File: config.mk
export PLATFORM = sky130hd
export DESIGN_NAME = dtree_stage
export DESIGN_NICKNAME = d
export VERILOG_FILES = /design/src/rtl/dtree_pkg.sv /design/src/rtl/dtree_cut.sv /design/src/rtl/dtree_dpram.sv /design/src/rtl/dtree_lane.sv /design/src/rtl/dtree_stage.sv
export SDC_FILE = /design/constraint.sdc
export NUM_CORES = 2
export LEC_CHECK = 0
export BUFFER_PORTS_ARGS = -buffer_cell sky130_fd_sc_hd__buf_2
export CAP_MARGIN = 10
export CELL_PAD_IN_SITES_DETAIL_PLACEMENT = 1
export CELL_PAD_IN_SITES_GLOBAL_PLACEMENT = 1
export CORE_UTILIZATION = 48
export DETAILED_ROUTE_END_ITERATION = 10
export PLACE_DENSITY_LB_ADDON = 0.1
export SKIP_LAST_GASP = 1
export SLEW_MARGIN = 20
export SYNTH_ARGS = -nofsm -noshare
export SYNTH_HDL_FRONTEND = slang
export SYNTH_HIERARCHICAL = 1
export SYNTH_SLANG_ARGS = --single-unit
File: constraint.sdc
create_clock -name clk -period 3.92 [get_ports clk]
set_input_delay 0 -clock clk [delete_from_list [all_inputs] [get_ports clk]]
set_output_delay 0 -clock clk [all_outputs]
set_load 0.02 [all_outputs]
File: src/rtl/dtree_pkg.sv
package dtree_pkg;
   localparam int NUM_LANES = 2;
   localparam int LANE_UP   = 0;
   localparam int LANE_DOWN = 1;

   typedef enum logic {
      WALK_UP   = 1'b0,
      WALK_DOWN = 1'b1
   } walk_dir_e;
endpackage

File: src/rtl/dtree_cut.sv
module dtree_cut #(
   parameter int NF      = 2,
   parameter int FIELD_W = 8,
   parameter int CUT_W   = 3,
   parameter int ADDR_W  = 6,
   parameter int HDR_W   = NF * FIELD_W
) (
   input  logic [HDR_W-1:0]    hdr,
   input  logic [NF*CUT_W-1:0] cuts,
   input  logic [ADDR_W-1:0]   base,
   output logic [ADDR_W-1:0]   child
);
   logic [CUT_W-1:0]   cnt [NF];
   logic [FIELD_W-1:0] top [NF];

   for (genvar gi = 0; gi < NF; gi++) begin : g_field
      assign cnt[gi] = cuts[gi*CUT_W +: CUT_W];
      assign top[gi] = hdr[gi*FIELD_W +: FIELD_W] >> (FIELD_W - int'(cnt[gi]));
   end

   logic [ADDR_W-1:0] idx;
   always_comb begin
      idx = '0;
      for (int i = 0; i < NF; i++) begin
         idx = (idx << cnt[i]) | ADDR_W'(top[i]);
      end
   end

   assign child = base + idx;
endmodule

File: src/rtl/dtree_dpram.sv
module dtree_dpram #(
   parameter int AW = 6,
   parameter int DW = 16,
   localparam int DEPTH = 1 << AW
) (
   input  logic                clk,
   input  logic [1:0]          we,
   input  logic [1:0]          re,
   input  logic [1:0][AW-1:0]  addr,
   input  logic [DW-1:0]       wdata,
   output logic [1:0][DW-1:0]  rdata
);
   logic [DW-1:0] mem [DEPTH];

   always_ff @(posedge clk) begin
      for (int p = 0; p < 2; p++) begin
         if (we[p]) begin
            mem[addr[p]] <= wdata;
         end else if (re[p]) begin
            rdata[p] <= mem[addr[p]];
         end
      end
   end
endmodule

File: src/rtl/dtree_lane.sv
module dtree_lane #(
   parameter int NF      = 2,
   parameter int FIELD_W = 8,
   parameter int CUT_W   = 3,
   parameter int ADDR_W  = 6,
   parameter int DIST_W  = 3,
   parameter int HDR_W   = NF * FIELD_W,
   parameter int NODE_W  = 1 + ADDR_W + NF * CUT_W + DIST_W
) (
   input  logic              clk,
   input  logic              rst_n,
   input  logic              in_valid,
   input  logic [HDR_W-1:0]  in_hdr,
   input  logic [DIST_W-1:0] in_dist,
   input  logic [ADDR_W-1:0] in_addr,
   input  logic              in_leaf,
   input  logic              in_dir,
   output logic              rd_en,
   output logic [ADDR_W-1:0] rd_addr,
   input  logic [NODE_W-1:0] rd_node,
   output logic              out_valid,
   output logic [HDR_W-1:0]  out_hdr,
   output logic [DIST_W-1:0] out_dist,
   output logic [ADDR_W-1:0] out_addr,
   output logic              out_leaf,
   output logic              out_dir
);
   localparam int CUTS_LSB = DIST_W;
   localparam int BASE_LSB = DIST_W + NF * CUT_W;

   // access request toward the node memory
   assign rd_en   = in_valid & ~in_leaf & (in_dist == '0);
   assign rd_addr = in_addr;

   // first half: hold packet while the memory read completes
   logic              s1_valid, s1_hit, s1_leaf, s1_dir;
   logic [HDR_W-1:0]  s1_hdr;
   logic [DIST_W-1:0] s1_dist;
   logic [ADDR_W-1:0] s1_addr;

   always_ff @(posedge clk or negedge rst_n) begin
      if (!rst_n) begin
         s1_valid <= 1'b0;
         s1_hit   <= 1'b0;
         s1_leaf  <= 1'b0;
         s1_dir   <= 1'b0;
         s1_hdr   <= '0;
         s1_dist  <= '0;
         s1_addr  <= '0;
      end else begin
         s1_valid <= in_valid;
         s1_hit   <= rd_en;
         s1_leaf  <= in_leaf;
         s1_dir   <= in_dir;
         s1_hdr   <= in_hdr;
         s1_dist  <= in_dist;
         s1_addr  <= in_addr;
      end
   end

   // node decode
   logic                 nd_leaf;
   logic [ADDR_W-1:0]    nd_base;
   logic [NF*CUT_W-1:0]  nd_cuts;
   logic [DIST_W-1:0]    nd_dist;
   logic [ADDR_W-1:0]    child;

   assign nd_leaf = rd_node[NODE_W-1];
   assign nd_base = rd_node[BASE_LSB +: ADDR_W];
   assign nd_cuts = rd_node[CUTS_LSB +: NF*CUT_W];
   assign nd_dist = rd_node[DIST_W-1:0];

   dtree_cut #(
      .NF(NF), .FIELD_W(FIELD_W), .CUT_W(CUT_W), .ADDR_W(ADDR_W), .HDR_W(HDR_W)
   ) u_cut (
      .hdr   (s1_hdr),
      .cuts  (nd_cuts),
      .base  (nd_base),
      .child (child)
   );

   logic [DIST_W-1:0] nx_dist;
   logic [ADDR_W-1:0] nx_addr;
   logic              nx_leaf;

   always_comb begin
      nx_dist = s1_dist;
      nx_addr = s1_addr;
      nx_leaf = s1_leaf;
      if (s1_hit) begin
         nx_leaf = nd_leaf;
         nx_addr = nd_leaf ? nd_base : child;
         nx_dist = nd_leaf ? '0 : nd_dist;
      end else if (!s1_leaf && s1_dist != '0) begin
         nx_dist = s1_dist - DIST_W'(1);
      end
   end

   // second half: output register
   always_ff @(posedge clk or negedge rst_n) begin
      if (!rst_n) begin
         out_valid <= 1'b0;
         out_hdr   <= '0;
         out_dist  <= '0;
         out_addr  <= '0;
         out_leaf  <= 1'b0;
         out_dir   <= 1'b0;
      end else begin
         out_valid <= s1_valid;
         out_hdr   <= s1_hdr;
         out_dist  <= nx_dist;
         out_addr  <= nx_addr;
         out_leaf  <= nx_leaf;
         out_dir   <= s1_dir;
      end
   end
endmodule

File: src/rtl/dtree_stage.sv
module dtree_stage
   import dtree_pkg::*;
#(
   parameter int NF      = 2,
   parameter int FIELD_W = 8,
   parameter int CUT_W   = 3,
   parameter int ADDR_W  = 6,
   parameter int DIST_W  = 3,
   parameter int HDR_W   = NF * FIELD_W,
   parameter int NODE_W  = 1 + ADDR_W + NF * CUT_W + DIST_W
) (
   input  logic              clk,
   input  logic              rst_n,
   input  logic              i_fwd_valid,
   input  logic [HDR_W-1:0]  i_fwd_hdr,
   input  logic [DIST_W-1:0] i_fwd_dist,
   input  logic [ADDR_W-1:0] i_fwd_addr,
   input  logic              i_fwd_leaf,
   input  logic              i_fwd_dir,
   input  logic              i_rev_valid,
   input  logic [HDR_W-1:0]  i_rev_hdr,
   input  logic [DIST_W-1:0] i_rev_dist,
   input  logic [ADDR_W-1:0] i_rev_addr,
   input  logic              i_rev_leaf,
   input  logic              i_rev_dir,
   output logic              o_fwd_valid,
   output logic [HDR_W-1:0]  o_fwd_hdr,
   output logic [DIST_W-1:0] o_fwd_dist,
   output logic [ADDR_W-1:0] o_fwd_addr,
   output logic              o_fwd_leaf,
   output logic              o_fwd_dir,
   output logic              o_rev_valid,
   output logic [HDR_W-1:0]  o_rev_hdr,
   output logic [DIST_W-1:0] o_rev_dist,
   output logic [ADDR_W-1:0] o_rev_addr,
   output logic              o_rev_leaf,
   output logic              o_rev_dir,
   input  logic              i_wr_en,
   input  logic [ADDR_W-1:0] i_wr_addr,
   input  logic [NODE_W-1:0] i_wr_data,
   output logic              o_wr_ack
);
   // elaboration-time parameter checks
   if (HDR_W != NF * FIELD_W) begin : g_bad_hdr
      $error("HDR_W must equal NF*FIELD_W");
   end
   if (NODE_W != 1 + ADDR_W + NF * CUT_W + DIST_W) begin : g_bad_node
      $error("NODE_W does not match the node layout");
   end
   if ((1 << CUT_W) - 1 > FIELD_W) begin : g_bad_cut
      $error("cut count range exceeds field width");
   end
   if (ADDR_W < 1 || DIST_W < 1 || NF < 1) begin : g_bad_size
      $error("widths and field count must be positive");
   end

   // lane-indexed views of the two directions
   logic [NUM_LANES-1:0]             l_in_valid, l_in_leaf, l_in_dir;
   logic [NUM_LANES-1:0][HDR_W-1:0]  l_in_hdr;
   logic [NUM_LANES-1:0][DIST_W-1:0] l_in_dist;
   logic [NUM_LANES-1:0][ADDR_W-1:0] l_in_addr;
   logic [NUM_LANES-1:0]             l_out_valid, l_out_leaf, l_out_dir;
   logic [NUM_LANES-1:0][HDR_W-1:0]  l_out_hdr;
   logic [NUM_LANES-1:0][DIST_W-1:0] l_out_dist;
   logic [NUM_LANES-1:0][ADDR_W-1:0] l_out_addr;
   logic [NUM_LANES-1:0]             l_rd_en;
   logic [NUM_LANES-1:0][ADDR_W-1:0] l_rd_addr;
   logic [NUM_LANES-1:0][NODE_W-1:0] l_rd_node;

   assign l_in_valid = {i_rev_valid, i_fwd_valid};
   assign l_in_leaf  = {i_rev_leaf,  i_fwd_leaf};
   assign l_in_dir   = {i_rev_dir,   i_fwd_dir};
   assign l_in_hdr   = {i_rev_hdr,   i_fwd_hdr};
   assign l_in_dist  = {i_rev_dist,  i_fwd_dist};
   assign l_in_addr  = {i_rev_addr,  i_fwd_addr};

   for (genvar gl = 0; gl < NUM_LANES; gl++) begin : g_lane
      dtree_lane #(
         .NF(NF), .FIELD_W(FIELD_W), .CUT_W(CUT_W), .ADDR_W(ADDR_W),
         .DIST_W(DIST_W), .HDR_W(HDR_W), .NODE_W(NODE_W)
      ) u_lane (
         .clk       (clk),
         .rst_n     (rst_n),
         .in_valid  (l_in_valid[gl]),
         .in_hdr    (l_in_hdr[gl]),
         .in_dist   (l_in_dist[gl]),
         .in_addr   (l_in_addr[gl]),
         .in_leaf   (l_in_leaf[gl]),
         .in_dir    (l_in_dir[gl]),
         .rd_en     (l_rd_en[gl]),
         .rd_addr   (l_rd_addr[gl]),
         .rd_node   (l_rd_node[gl]),
         .out_valid (l_out_valid[gl]),
         .out_hdr   (l_out_hdr[gl]),
         .out_dist  (l_out_dist[gl]),
         .out_addr  (l_out_addr[gl]),
         .out_leaf  (l_out_leaf[gl]),
         .out_dir   (l_out_dir[gl])
      );
   end

   assign o_fwd_valid = l_out_valid[LANE_UP];
   assign o_fwd_hdr   = l_out_hdr[LANE_UP];
   assign o_fwd_dist  = l_out_dist[LANE_UP];
   assign o_fwd_addr  = l_out_addr[LANE_UP];
   assign o_fwd_leaf  = l_out_leaf[LANE_UP];
   assign o_fwd_dir   = l_out_dir[LANE_UP];
   assign o_rev_valid = l_out_valid[LANE_DOWN];
   assign o_rev_hdr   = l_out_hdr[LANE_DOWN];
   assign o_rev_dist  = l_out_dist[LANE_DOWN];
   assign o_rev_addr  = l_out_addr[LANE_DOWN];
   assign o_rev_leaf  = l_out_leaf[LANE_DOWN];
   assign o_rev_dir   = l_out_dir[LANE_DOWN];

   // write steering: borrow an idle port, rising-order port first
   logic [1:0]             ram_we;
   logic [1:0][ADDR_W-1:0] ram_addr;

   assign ram_we[0] = i_wr_en & ~l_rd_en[LANE_UP];
   assign ram_we[1] = i_wr_en & l_rd_en[LANE_UP] & ~l_rd_en[LANE_DOWN];
   assign o_wr_ack  = |ram_we;

   for (genvar gp = 0; gp < 2; gp++) begin : g_port
      assign ram_addr[gp] = ram_we[gp] ? i_wr_addr : l_rd_addr[gp];
   end

   dtree_dpram #(
      .AW(ADDR_W), .DW(NODE_W)
   ) u_ram (
      .clk   (clk),
      .we    (ram_we),
      .re    (l_rd_en),
      .addr  (ram_addr),
      .wdata (i_wr_data),
      .rdata (l_rd_node)
   );
endmodule

==> impl_metrics.csv <==
group,metric,value,unit
critical_path,worstPathMaxFanout,31,
timing,hold_slack,46.4,ps
critical_path,crit_type,"in -> reg",
logic_synthesis,netlist_area,55100,um2
worst_hold_path,hold_path_class,"in -> reg",
layout,area_growth,21.0,%
die,coreArea,113000,um2
clock_tree,cts_made_buffers,131,
clock_tree,clkTransAtPathRegs,60,ps
global_routing,antenna_found_initial,20,
timing,setup_violations,0,
timing,period_needed,3910,ps
die,io_pins,138,
timing,period_share,99.9,%
routing,wirelength,252000,um
power_and_ir_drop,ir_drop,0.000409,V
timing,tightest_slew,1190,ps
die,die_y,341,um
die,start_util,48.7,%
routing,drc,0,
timing,rsz0062_at_grt,"true",
global_routing,grt_pass1_vias,45500,
logic_synthesis,synth_warnings,6,
layout,drive_gt1_share,26.6,%
global_routing,grt_overflow_total,0,
power_and_ir_drop,power.density,455,nW/um2
critical_path,crit_chain,"dlygate4sd3_1 > buf_2 > nor2_1 > nand2_1 > nor3_1 > buf_4 > nand3b_2 > mux2_8 > buf_12 > nor2_4 > buf_12 > a221oi_1 > o22ai_1 > a22oi_1 > nand4_1 > buf_4",
logic_synthesis,ys_seq_area_share,62.7,%
layout,final_common_cell,"edfxtp_1",
routing,vias_per_cell,7.57,
timing,layout_setup_ws,5.07,ps
timing,clock.fmax,255,MHz
critical_path,required,4440,ps
critical_path,crit_buf_inv,6,
logic_synthesis,synth-edff-count,1056,
routing,postRouteAntennaNets,0,
timing,finalHoldViolCount,0,
clock_tree,cts.sinks,1170,
power_and_ir_drop,power_frac_seq,45.9,%
timing,slew-limit-headroom,20.4,%
job,maxCapViolCount,0,
timing,clock_skew,27.2,ps
clock_tree,cts_tree,"built",
clock_tree,cts_root_buffer,"clkbuf_16",
routing,num_vias,45500,
critical_path,critPathTopFamily,"buffers and inverters",
logic_synthesis,synthArstFlopShare,9.74,%
critical_path,critPathArrivalTime,4430,ps
logic_synthesis,ys_seq_elements,1170,
place,place_area,61200,um2
layout,stdcell_area,66700,um2
place,post-dp-hpwl,164000,um
power_and_ir_drop,comb_power_share,15.1,%
logic_synthesis,syn_nets,4011,
power_and_ir_drop,power,30.3,mW
logic_synthesis,syn_area_per_cell,14.1,um2
die,dieArea,116000,um2
place,preCtsSetupSlack,-51.2,ps
logic_synthesis,synth_ff_type,"edfxtp_1",
place,port_buffers,137,
critical_path,max_stage_delay,540,ps
critical_path,cp_slowest_cell,"dlygate4sd3_1",
die,die_w,341,um
global_routing,gr-usage-all-layers,42.6,%
routing,dr.pass1.iters,6,
power_and_ir_drop,clkPwrFrac,39.0,%
place,gp_congestion,0.986,
global_routing,grt_pass1_wl,349000,um
layout,nNetsFinal,4500,
run_status,outcome,"completed",
power_and_ir_drop,switchingPower,8.30,mW
clock_tree,clk_latency,760,ps
logic_synthesis,syn_inst,3910,
timing,final.setup.tns,0,ps
power_and_ir_drop,switching_share,27.4,%
critical_path,cp-end-kind,"flip-flop",
die,rows,123,
routing,wl_per_cell,41.9,um
critical_path,start_kind,"input pin",
logic_synthesis,ys_types,93,
layout,layout_common_cells,"1056 x edfxtp_1, 525 x a221oi_1, 398 x buf_4, 172 x a21oi_1",
power_and_ir_drop,p_int,22.0,mW
global_routing,grt_max_degree,65,
routing,drtIter0Drc,7189,
timing,final_max_slew_viol_count,0,
power_and_ir_drop,p_leak,22.2,nW
clock_tree,ctsLongestPathBuffers,3,
clock_tree,htree_levels,4,
layout make-up:
type	count	area, um2
Clock inverter	57	418
Inverter	38	153
Tap cell	1500	1880
Antenna cell	7	17.5
Clock buffer	175	3590
Fill cell	10500	46400
Sequential cell	1170	34600
Multi-Input combinational cell	2294	19100
Timing Repair Buffer	764	6990
timing repair:
item                                    4_1_cts  5_1_grt
endpoints found under the setup margin        0        5
buffers inserted                              0        3
endpoints found under the hold margin       639        0
hold buffers                                129        0
resized for setup                             0       13
worst register-to-register path, cell delays in order, from the launching register on:
cell and delay [ps]:
edfxtp_1 380, inv_1 90, ha_1 270, buf_4 200
mux2i_4 200, mux4_2 500, o22ai_4 210, nor2_1 60
or4_1 410, o21ai_2 120, ha_4 260, a21oi_2 180
o21bai_1 80, a21oi_1 150, xor2_1 190, xnor2_1 130
mux2i_1 80, a21oi_1 160
layer usage:
metal,vias to the layer above,global-route usage [%],routed length (um)
li1,17500,-,-
met1,23300,55.3,91100
met2,3816,63.3,109000
met3,896,12.5,34000
met4,14,25.9,17700
met5,-,0,91
synth_stat cells, types with 55 or more instances:
master,number,area share (%)
nand2_1,124,0.84
nand3_1,89,0.81
nor2_1,62,0.42
a221oi_1,525,8.3
edfxtp_1,1056,58
mux2_2,134,2.7
a22oi_1,132,1.8
a21oi_1,173,1.6
mux4_2,55,2.2
or3b_2,64,1.0
o22ai_1,187,2.1
buf_2,147,1.3
clkbuf_1,183,1.2
dfrtp_1,114,5.2
nand3b_1,127,1.7
mux2i_1,102,1.9
metrics by stage:
step                      cells  utilization, %
after global routing       5998            58.9
after floorplan            3910               -
after detailed placement   5633            54.1
final                      6005            58.9
after CTS                  5994            58.8
after global placement     5633            54.1
flip-flops by register name, summed over array words and instances (netlist names):
signal                   cells
g_lane.u_lane/s1_hit         2
g_lane.u_lane/out_hdr       32
g_lane.u_lane/out_addr      12
g_lane.u_lane/s1_dir         2
u_ram/mem                 1024
u_ram/rdata                 32
g_lane.u_lane/s1_leaf        2
g_lane.u_lane/s1_dist        6
g_lane.u_lane/out_dist       6
g_lane.u_lane/out_valid      2
g_lane.u_lane/s1_addr       12
g_lane.u_lane/s1_valid       2
g_lane.u_lane/out_dir        2
g_lane.u_lane/s1_hdr        32
g_lane.u_lane/out_leaf       2
power by group through the flow:
stage | combinational [mW] | clock [mW] | sequential (mW)
3_3_place_gp | 4.15 | 0 | 14.1
3_5_place_dp | 4.21 | 0 | 14.2
2_1_floorplan | 1.88 | 0 | 14.2
5_1_grt | 4.60 | 12.3 | 13.9
6_report | 4.58 | 11.8 | 13.9
4_1_cts | 4.34 | 11.9 | 13.9
cell families after synthesis:
logic type | share of synthesized area, %
AOI/OAI and AO/OA | 18.9
DFF | 62.7
and+or+nand+nor | 6.54
buffers and inverters | 3.95
muxes | 7.14
adders and majority gates | 0.481
xor gates and xnor gates | 0.268
worst paths after layout:
path	from	endpoint	slack (ps)	depth (start not counted)
worst max-delay path	i_fwd_leaf	u_ram/rdata[31]$_DFFE_PP_	5	16
worst min-delay path	i_wr_data[9]	u_ram/mem[2][9]$_DFFE_PP_	50	1
worst max register to register	u_ram/rdata[19]$_DFFE_PP_	g_lane[1].u_lane/out_addr[5]$_DFF_PN0_	150	17
worst min register to register	g_lane[1].u_lane/s1_dir$_DFF_PN0_	g_lane[1].u_lane/out_dir$_DFF_PN0_	350	0
max in group asynchronous	rst_n	g_lane[1].u_lane/out_hdr[7]$_DFF_PN0_	3050	4
min in group asynchronous	rst_n	g_lane[0].u_lane/out_hdr[9]$_DFF_PN0_	410	4
Power figures use the tool's default switching activity.
